### src/rtl/word_fifo_pkg.sv
package word_fifo_pkg;
  localparam int WORD_W     = 32;
  localparam int QUEUE_DEPTH = 8;
  localparam int TRIG_W     = $clog2(QUEUE_DEPTH);
  localparam int COUNT_W    = $clog2(QUEUE_DEPTH + 1);

  // Bit order of this struct is the control word layout, MSB first.
  typedef struct packed {
    logic [TRIG_W-1:0] tx_trig;
    logic [TRIG_W-1:0] rx_trig;
    logic              tx_flush;
    logic              rx_flush;
  } ctrl_word_t;

  localparam int CTRL_W = $bits(ctrl_word_t);
endpackage

### src/rtl/wfp_queue.sv
module wfp_queue #(
  parameter int W     = 32,
  parameter int DEPTH = 8
) (
  input  logic                          clk,
  input  logic                          rst_n,
  input  logic                          wipe,
  input  logic                          wr_en,
  input  logic [W-1:0]                  wr_data,
  input  logic                          rd_en,
  output logic [W-1:0]                  rd_data,
  output logic [$clog2(DEPTH+1)-1:0]    count,
  output logic                          full,
  output logic                          empty
);
  localparam int AW = (DEPTH > 1) ? $clog2(DEPTH) : 1;
  localparam int CW = $clog2(DEPTH + 1);

  logic [W-1:0]  mem [DEPTH];
  logic [AW-1:0] wp, rp;
  logic          do_wr, do_rd;

  function automatic logic [AW-1:0] step(input logic [AW-1:0] p);
    return (p == AW'(DEPTH - 1)) ? '0 : p + AW'(1);
  endfunction

  assign full    = (count == CW'(DEPTH));
  assign empty   = (count == '0);
  assign do_wr   = wr_en && !full && !wipe;
  assign do_rd   = rd_en && !empty && !wipe;
  assign rd_data = mem[rp];

  always_ff @(posedge clk) begin
    if (!rst_n || wipe) begin
      wp    <= '0;
      rp    <= '0;
      count <= '0;
    end else begin
      if (do_wr) wp <= step(wp);
      if (do_rd) rp <= step(rp);
      count <= count + CW'(do_wr) - CW'(do_rd);
    end
  end

  always_ff @(posedge clk) begin
    if (do_wr) mem[wp] <= wr_data;
  end


  count_bound_chk: assert property (@(posedge clk) disable iff (!rst_n)
    count <= CW'(DEPTH));


  full_hold_chk: assert property (@(posedge clk) disable iff (!rst_n)
    full && wr_en && !rd_en && !wipe |=> full);
endmodule

### src/rtl/wfp_ctrl.sv
module wfp_ctrl
  import word_fifo_pkg::*;
#(
  parameter int CW = COUNT_W
) (
  input  logic              clk,
  input  logic              rst_n,
  input  logic              wr,
  input  logic [CTRL_W-1:0] wdata,
  output logic [CTRL_W-1:0] rdata,
  output logic              tx_wipe,
  output logic              rx_wipe,
  input  logic [CW-1:0]     tx_free,
  input  logic [CW-1:0]     rx_fill,
  output logic              tx_req,
  output logic              rx_req
);
  ctrl_word_t cfg;
  ctrl_word_t wr_word;

  assign wr_word = ctrl_word_t'(wdata);

  always_ff @(posedge clk) begin
    if (!rst_n) begin
      cfg <= '0;
    end else if (wr) begin
      cfg <= wr_word;
    end else begin
      cfg.tx_flush <= 1'b0;
      cfg.rx_flush <= 1'b0;
    end
  end

  assign rdata   = cfg;
  assign tx_wipe = cfg.tx_flush;
  assign rx_wipe = cfg.rx_flush;

  // Fields hold threshold minus one.
  assign tx_req = (tx_free >= (CW'(cfg.tx_trig) + CW'(1)));
  assign rx_req = (rx_fill >= (CW'(cfg.rx_trig) + CW'(1)));


  flush_once_chk: assert property (@(posedge clk) disable iff (!rst_n)
    (cfg.tx_flush || cfg.rx_flush) && !wr |=> !cfg.tx_flush && !cfg.rx_flush);


  trig_keep_chk: assert property (@(posedge clk) disable iff (!rst_n)
    !wr |=> cfg.tx_trig == $past(cfg.tx_trig) && cfg.rx_trig == $past(cfg.rx_trig));
endmodule

### src/rtl/word_fifo_pair.sv
module word_fifo_pair
  import word_fifo_pkg::*;
#(
  parameter int DATA_W = WORD_W,
  parameter int DEPTH  = QUEUE_DEPTH
) (
  input  logic              clk,
  input  logic              rst_n,
  input  logic              ctrl_wr,
  input  logic [7:0]        ctrl_wdata,
  output logic [7:0]        ctrl_rdata,
  output logic [7:0]        status_word,
  input  logic              tx_push,
  input  logic [DATA_W-1:0] tx_wdata,
  input  logic              rx_pop,
  output logic [DATA_W-1:0] rx_rdata,
  output logic              tx_out_valid,
  input  logic              tx_out_ready,
  output logic [DATA_W-1:0] tx_out_data,
  input  logic              rx_in_valid,
  output logic              rx_in_ready,
  input  logic [DATA_W-1:0] rx_in_data,
  output logic              tx_data_req,
  output logic              rx_data_req,
  output logic              tx_overflow,
  output logic              rx_underflow
);
  localparam int CW = $clog2(DEPTH + 1);

  logic          tx_wipe, rx_wipe;
  logic [CW-1:0] tx_cnt, rx_cnt, tx_free;
  logic          tx_full, tx_empty, rx_full, rx_empty;
  logic          tx_take, rx_give;
  logic [DATA_W-1:0] rx_head;

  wfp_ctrl #(.CW(CW)) u_ctrl (
    .clk     (clk),
    .rst_n   (rst_n),
    .wr      (ctrl_wr),
    .wdata   (ctrl_wdata),
    .rdata   (ctrl_rdata),
    .tx_wipe (tx_wipe),
    .rx_wipe (rx_wipe),
    .tx_free (tx_free),
    .rx_fill (rx_cnt),
    .tx_req  (tx_data_req),
    .rx_req  (rx_data_req)
  );

  assign tx_out_valid = !tx_empty && !tx_wipe;
  assign tx_take      = tx_out_valid && tx_out_ready;

  wfp_queue #(.W(DATA_W), .DEPTH(DEPTH)) u_txq (
    .clk     (clk),
    .rst_n   (rst_n),
    .wipe    (tx_wipe),
    .wr_en   (tx_push),
    .wr_data (tx_wdata),
    .rd_en   (tx_take),
    .rd_data (tx_out_data),
    .count   (tx_cnt),
    .full    (tx_full),
    .empty   (tx_empty)
  );

  assign rx_in_ready = !rx_full && !rx_wipe;
  assign rx_give     = rx_in_valid && rx_in_ready;

  wfp_queue #(.W(DATA_W), .DEPTH(DEPTH)) u_rxq (
    .clk     (clk),
    .rst_n   (rst_n),
    .wipe    (rx_wipe),
    .wr_en   (rx_give),
    .wr_data (rx_in_data),
    .rd_en   (rx_pop),
    .rd_data (rx_head),
    .count   (rx_cnt),
    .full    (rx_full),
    .empty   (rx_empty)
  );

  assign rx_rdata    = rx_empty ? '0 : rx_head;
  assign tx_free     = CW'(DEPTH) - tx_cnt;
  assign status_word = {4'(tx_free), 4'(rx_cnt)};

  always_ff @(posedge clk) begin
    if (!rst_n) begin
      tx_overflow  <= 1'b0;
      rx_underflow <= 1'b0;
    end else begin
      tx_overflow  <= tx_push && tx_full && !tx_wipe;
      rx_underflow <= rx_pop && rx_empty;
    end
  end


  tx_wipe_chk: assert property (@(posedge clk) disable iff (!rst_n)
    ctrl_rdata[1] |=> tx_cnt == '0);


  rx_wipe_chk: assert property (@(posedge clk) disable iff (!rst_n)
    ctrl_rdata[0] |=> rx_cnt == '0);


  tx_stall_chk: assert property (@(posedge clk) disable iff (!rst_n)
    tx_out_valid && !tx_out_ready && !(ctrl_wr && ctrl_wdata[1])
      |=> tx_out_valid && $stable(tx_out_data));


  rx_accept_chk: assert property (@(posedge clk) disable iff (!rst_n)
    rx_in_valid && rx_in_ready && !rx_pop |=> rx_cnt == $past(rx_cnt) + CW'(1));


  ovf_pulse_chk: assert property (@(posedge clk) disable iff (!rst_n)
    tx_overflow |-> tx_cnt == CW'(DEPTH) || $past(tx_out_valid && tx_out_ready));


  udf_zero_chk: assert property (@(posedge clk) disable iff (!rst_n)
    rx_pop && rx_cnt == '0 |-> rx_rdata == '0);
endmodule

### config.mk
export PLATFORM = sky130hd
export DESIGN_NAME = word_fifo_pair
export DESIGN_NICKNAME = d
export VERILOG_FILES = /design/src/rtl/word_fifo_pkg.sv /design/src/rtl/wfp_queue.sv /design/src/rtl/wfp_ctrl.sv /design/src/rtl/word_fifo_pair.sv
export SDC_FILE = /design/constraint.sdc
export NUM_CORES = 1
export LEC_CHECK = 0
export BUFFER_PORTS_ARGS = -buffer_cell sky130_fd_sc_hd__buf_2
export CAP_MARGIN = 10
export CORE_MARGIN = 1
export CORE_UTILIZATION = 25
export DETAILED_ROUTE_END_ITERATION = 8
export REMOVE_ABC_BUFFERS = 1
export SLEW_MARGIN = 15
export SYNTH_ARGS = -nofsm -noshare
export SYNTH_HDL_FRONTEND = slang
export SYNTH_HIERARCHICAL = 1
export SYNTH_SLANG_ARGS = --single-unit
### constraint.sdc
create_clock -name clk -period 5.8 [get_ports clk]
set_input_delay 0.29 -clock clk [delete_from_list [all_inputs] [get_ports clk]]
set_output_delay 0.29 -clock clk [all_outputs]
set_load 0.02 [all_outputs]
After elaboration in Yosys (flattened, before gate mapping). Memories as Yosys holds them, arrays and structs flattened. A register that Yosys moved wholly into a read port is not among the register bits. Cells that the tools add are included. Widths: inputs -> output; s select.

Memories kept: 2. Bits in writable memories: 512. Output and inout bits: 86. Flip-flop bits (word level): 30. Bits of input ports: 79.

Memories: u_rxq.mem (words 8, bits a word 32, read ports 1, clocked after memory_dff 1, wr ports 1, line wfp_queue.sv:19) `logic [W-1:0] mem [DEPTH];`; u_txq.mem (words 8, bits a word 32, read ports 1, clocked after memory_dff 1, wr ports 1, line wfp_queue.sv:19).

Equality and inequality tests: 6. $add $sub $neg: 11. Multiplexer cells: 13. $lt $le $gt $ge: 2. Reductions and logical operators: 27.

Operators by type and width (number): $mux 32 (1); $mux 3 (8); $logic_and 1x1->1 (15); $add 3x1->3 const B (4); $eq 3x3->1 const B (4); $add 3x1->4 const B (2); $add 4x1->4 (2); $eq 4x4->1 const B (2); $ge 4x4->1 (2); $logic_not 4->1 (2); $sub 4x1->4 (2); $logic_not 1->1 (7); $mux 1 (4); $sub 4x4->4 const A (1); $logic_or 1x1->1 (2); $reduce_and 2->1 (1).

Depth between registers and ports, before layout.
Word-level depth: 8. Depth in mapped cells: 15. Depth with buffers taken out: 15.

By module. The synthesis kept the hierarchy.

Modules (own cells, without submodules): wfp_queue (instances 2, area an instance 10462.5 um^2, seq. area each 7947.6 um^2, cells an instance 448); wfp_ctrl (instances 1, area an instance 575.6 um^2, seq. area each 160.2 um^2, cells an instance 55); word_fifo_pair (instances 1, area an instance 337.8 um^2, seq. area each 40.0 um^2, cells an instance 49).

Worst setup path before layout. Ideal clock, no wire load.

Path type: flip-flop to flip-flop. Start: reg u_rxq.count[2]. End: mem u_rxq.mem[4][0], enable pin. Stages on the path, launching flop included: 10. Library setup time: 513 ps. Slack: 51 ps. Data arrival time: 5236 ps. Path buffers: 0. Period minus slack after synthesis: 5749 ps. Cells stage by stage: dfxtp_1 inv_1 ha_1 or3b_2 inv_1 nor2_1 and2_1 nor2b_1 nand2_1 nor4b_1.

Longest elaborated chain between the ends: 8.

RTL lines: from (decl) (line wfp_queue.sv:12) `output logic [$clog2(DEPTH+1)-1:0] count,`; from (signal assigned) (line wfp_queue.sv:41) `count <= count + CW'(do_wr) - CW'(do_rd);`; $eq 4x4->1 (line wfp_queue.sv:27) `assign full = (count == CW'(DEPTH));`; via rx_full (line word_fifo_pair.sv:32) `logic tx_full, tx_empty, rx_full, rx_empty;`; $logic_not 1->1 (line word_fifo_pair.sv:66) `assign rx_in_ready = !rx_full && !rx_wipe;`; $logic_and 1x1->1 (line word_fifo_pair.sv:66); via rx_in_ready (line word_fifo_pair.sv:21) `output logic rx_in_ready,`; $logic_and 1x1->1 (line word_fifo_pair.sv:67) `assign rx_give = rx_in_valid && rx_in_ready;`; via rx_give (line word_fifo_pair.sv:33) `logic tx_take, rx_give;`; $logic_and 1x1->1 (2 in a row) (line wfp_queue.sv:29) `assign do_wr = wr_en && !full && !wipe;`; $mux 1 (line wfp_queue.sv:46) `if (do_wr) mem[wp] <= wr_data;`; $mux 1 (implied by the code) (line wfp_queue.sv:46); to (decl) (line wfp_queue.sv:19).

The timed path passes the listed nets, and every way through them passes these cells.

==> key figures <==
Die
  • Die area: 88,500 sq um
  • Die Y: 298 um
  • I/O Pins: 165
  • Initial Utilization: 25.2%
  • Core ar.: 86,600 sq um
  • Num rows: 108
  • Die Span X: 298 um

Global route
  • Largest net degree at the start of global routing: 65
  • Initial antenna violation count: 2
  • Final global-route overflow total: 0
  • First-pass GRT wire length: 70.3 mm
  • Gr usage total: 10.4%
  • Number of global-route vias before repair: 11,390

Place
  • Final GP Congestion: 0.707
  • Place WS: 2.62 ns
  • Final HPWL DP: 26.1 mm
  • Port bufs: 164

Detailed routing
  • Drt initial violations: 595
  • DR vias: 10,588
  • Post-DR vias/cell: 4.26
  • Average wire per standard cell: 18.8 um
  • Antenna viol nets, final: 0
  • Drc violations: 0
  • Drt pass-1 iters: 4
  • Routed wire length: 46.7 mm

STA
  • Worst Tran Pin Value: 1.12 ns
  • Final hold vios: 0
  • Worst Clk Skew: 0.0146 ns
  • TNS Setup: 0 ns
  • Worst Hold Slack: 0.0647 ns
  • Pins Over Slew Limit: 0
  • Peak Freq: 279 MHz
  • Setup violators final: 0
  • Crit share post-route: 61.9%
  • Fin crit period: 3.59 ns
  • RSZ-0062 raised after global routing: no
  • Worst Slack Setup Final: 2.21 ns
  • Max_slew headroom: 25.5%

Worst setup path
  • R2R setup slack: 2.67 ns
  • Worst Reg-to-Reg Cells: 12
  • Required time of the critical path: 5.51 ns
  • CP Class: reg -> out
  • CP Capture Type: output port
  • Critical R2R Launch: u_rxq/count[2]
  • Crit path max fanout: 36
  • R2R Path End: u_rxq/count[2]
  • CP Launch Type: flop
  • Crit path DAT: 3.30 ns

Run status
  • Status: finished, final reports clean

Clock network
  • Clk slew on worst S/H paths: 0.06 ns
  • Clk_lat worst skew: 0.61 ns
  • CTS tree: done
  • Num CTS Buffers: 60
  • Clock Tree Buf Depth: 3
  • Clk sinks: 548
  • CTS H-Tree Depth: 2
  • Root buf cell: clkbuf_16

Cells and area
  • Most common cell after layout, fill and taps aside: edfxtp_1
  • Layout cells sized above 1: 32.9%
  • Final net count: 1,390
  • Synth-to-Final Area Change: 23.7%
  • Commonest non-fill, non-tap cells in the layout: 512 x edfxtp_1, 164 x buf_2, 74 x dlygate4sd3_1, 74 x mux4_1, 64 x mux2_2

Synthesis
  • Share of the synthesized area in the top cell type: 70.4%
  • Synthesized area per cell: 21.8 sq um
  • Cell area after synthesis: 21,800 sq um
  • Post-synth EDFFs: 512
  • Synth area leader: edfxtp_1
  • Register area share after synthesis: 73.7%
  • Post-synthesis cell type count: 38
  • YS warnings: 6
  • Cells after Synth: 1,000
  • FFs w/ async S/R, synth: 0%
  • Top cells by area, synth: edfxtp_1 70%, mux4_1 8.9%, mux4_2 5.6%
  • Synth Flop Type: edfxtp_1
  • Register bit total from synthesis: 548

Run
  • Max_cap viols: 0

Worst hold path
  • HP Start: rst_n
  • Hold Path Sink: u_ctrl/rdata[6]
  • Hold depth: 2
  • HP Class: in -> reg

Pwr
  • Max VDD drop: 0.000259 V
  • Leakage power: 0.00897 uW
  • Clk pwr share: 38.2%
  • Seq pwr share: 43.3%
  • Cell-internal power: 7890 uW
  • Switching pwr: 2870 uW
  • Switching Share: 26.7%
  • Pwr per Cell Area: 398 nW/um^2
  • Comb pwr share: 18.5%
-- worst max path at each step --
stage                      end  slack, ns
3_3_place_gp    u_rxq/count[2]       2.64
2_1_floorplan  u_rxq/mem[4][0]       0.05
3_5_place_dp    u_rxq/count[2]       2.62
4_1_cts           rx_rdata[15]       2.10
5_1_grt           rx_rdata[10]       2.01
6_report           rx_rdata[9]       2.21
-- state kept, by name, summed over array words and instances (netlist names), named ones only --
name	cells
rx_underflow	1
tx_overflow	1
u_ctrl/rdata	6
u_ctrl/rx_wipe	1
u_ctrl/tx_wipe	1
u_rxq/count	4
u_rxq/mem	256
u_rxq/rp	3
u_rxq/wp	3
u_txq/count	4
u_txq/mem	256
u_txq/rp	3
u_txq/wp	3
-- area by class of cell --
type	instances	area, sq um
tap	1155	1450
timing repair buffer	260	1730
fill	8334	59600
clock inverter	52	647
antenna	1	2.50
multi-input combinational	382	5450
clock buffer	62	1530
inverter	26	97.6
sequential	548	16100
-- critical path, cell delays in order (launching register included) --
cell and delay, ns:
dfxtp_4 0.76, buf_4 0.59, mux4_1 0.61, mux2_2 0.26, nor2b_1 0.18, buf_2 0.24
-- what timing repair did --
item / 4_1_cts / 5_1_grt
hold endpoints to repair: 524 / 0
resized for setup: 0 / 0
hold buffers: 74 / 0
setup buffers: 0 / 0
-- cells by family (layout without fill, tap and decap cells) --
kind of cell,Yosys count,count (layout),synth area share [%]
flip-flops,548,548,73.7
multiplexers,206,206,18.4
AND/OR/NAND/NOR,119,119,3.25
buffers and inverters,70,400,1.79
adder cells (fa/ha/maj),33,33,1.96
AO/OA/AOI/OAI,18,18,0.642
XOR/XNOR,6,6,0.241
other,0,1,0
-- cell usage after synthesis, types with 11 or more instances --
library cell	number
nand2_1	14
mux2_2	64
dfxtp_1	36
edfxtp_1	512
buf_6	14
mux4_1	74
mux2i_1	14
nor2b_1	41
ha_1	31
inv_1	26
buf_1	16
mux4_2	54
nor3_1	11
-- metrics by stage --
| stage | total power, uW | util [%] | cells | area (sq um) |
|---|---|---|---|---|
| floorplan | 5990 | - | 956 | 21500 |
| global placement | 6700 | 27.8 | 2297 | 24100 |
| detailed placement | 6740 | 27.8 | 2297 | 24100 |
| CTS | 10900 | 31.2 | 2485 | 27000 |
| global route | 11200 | 31.2 | 2485 | 27000 |
| finish | 10800 | 31.2 | 2486 | 27000 |
-- routing by layer --
metal  up-vias  wire length (um)  track usage, %
met5         -                22               0
met4         4              1090            2.95
met3        69              2250            2.24
met2       230             24100            18.6
met1      5553             19300            12.5
li1       4732                 -               -
-- power by group through the flow --
stage               clock network [uW]  registers (uW)  logic (uW)
floorplan                            0            4760        1230
CTS                               4220            4670        2050
global route                      4370            4680        2170
detailed placement                   0            4750        1990
finish                            4110            4660        1990
global placement                     0            4740        1970
Power figures use the tool's default switching activity.
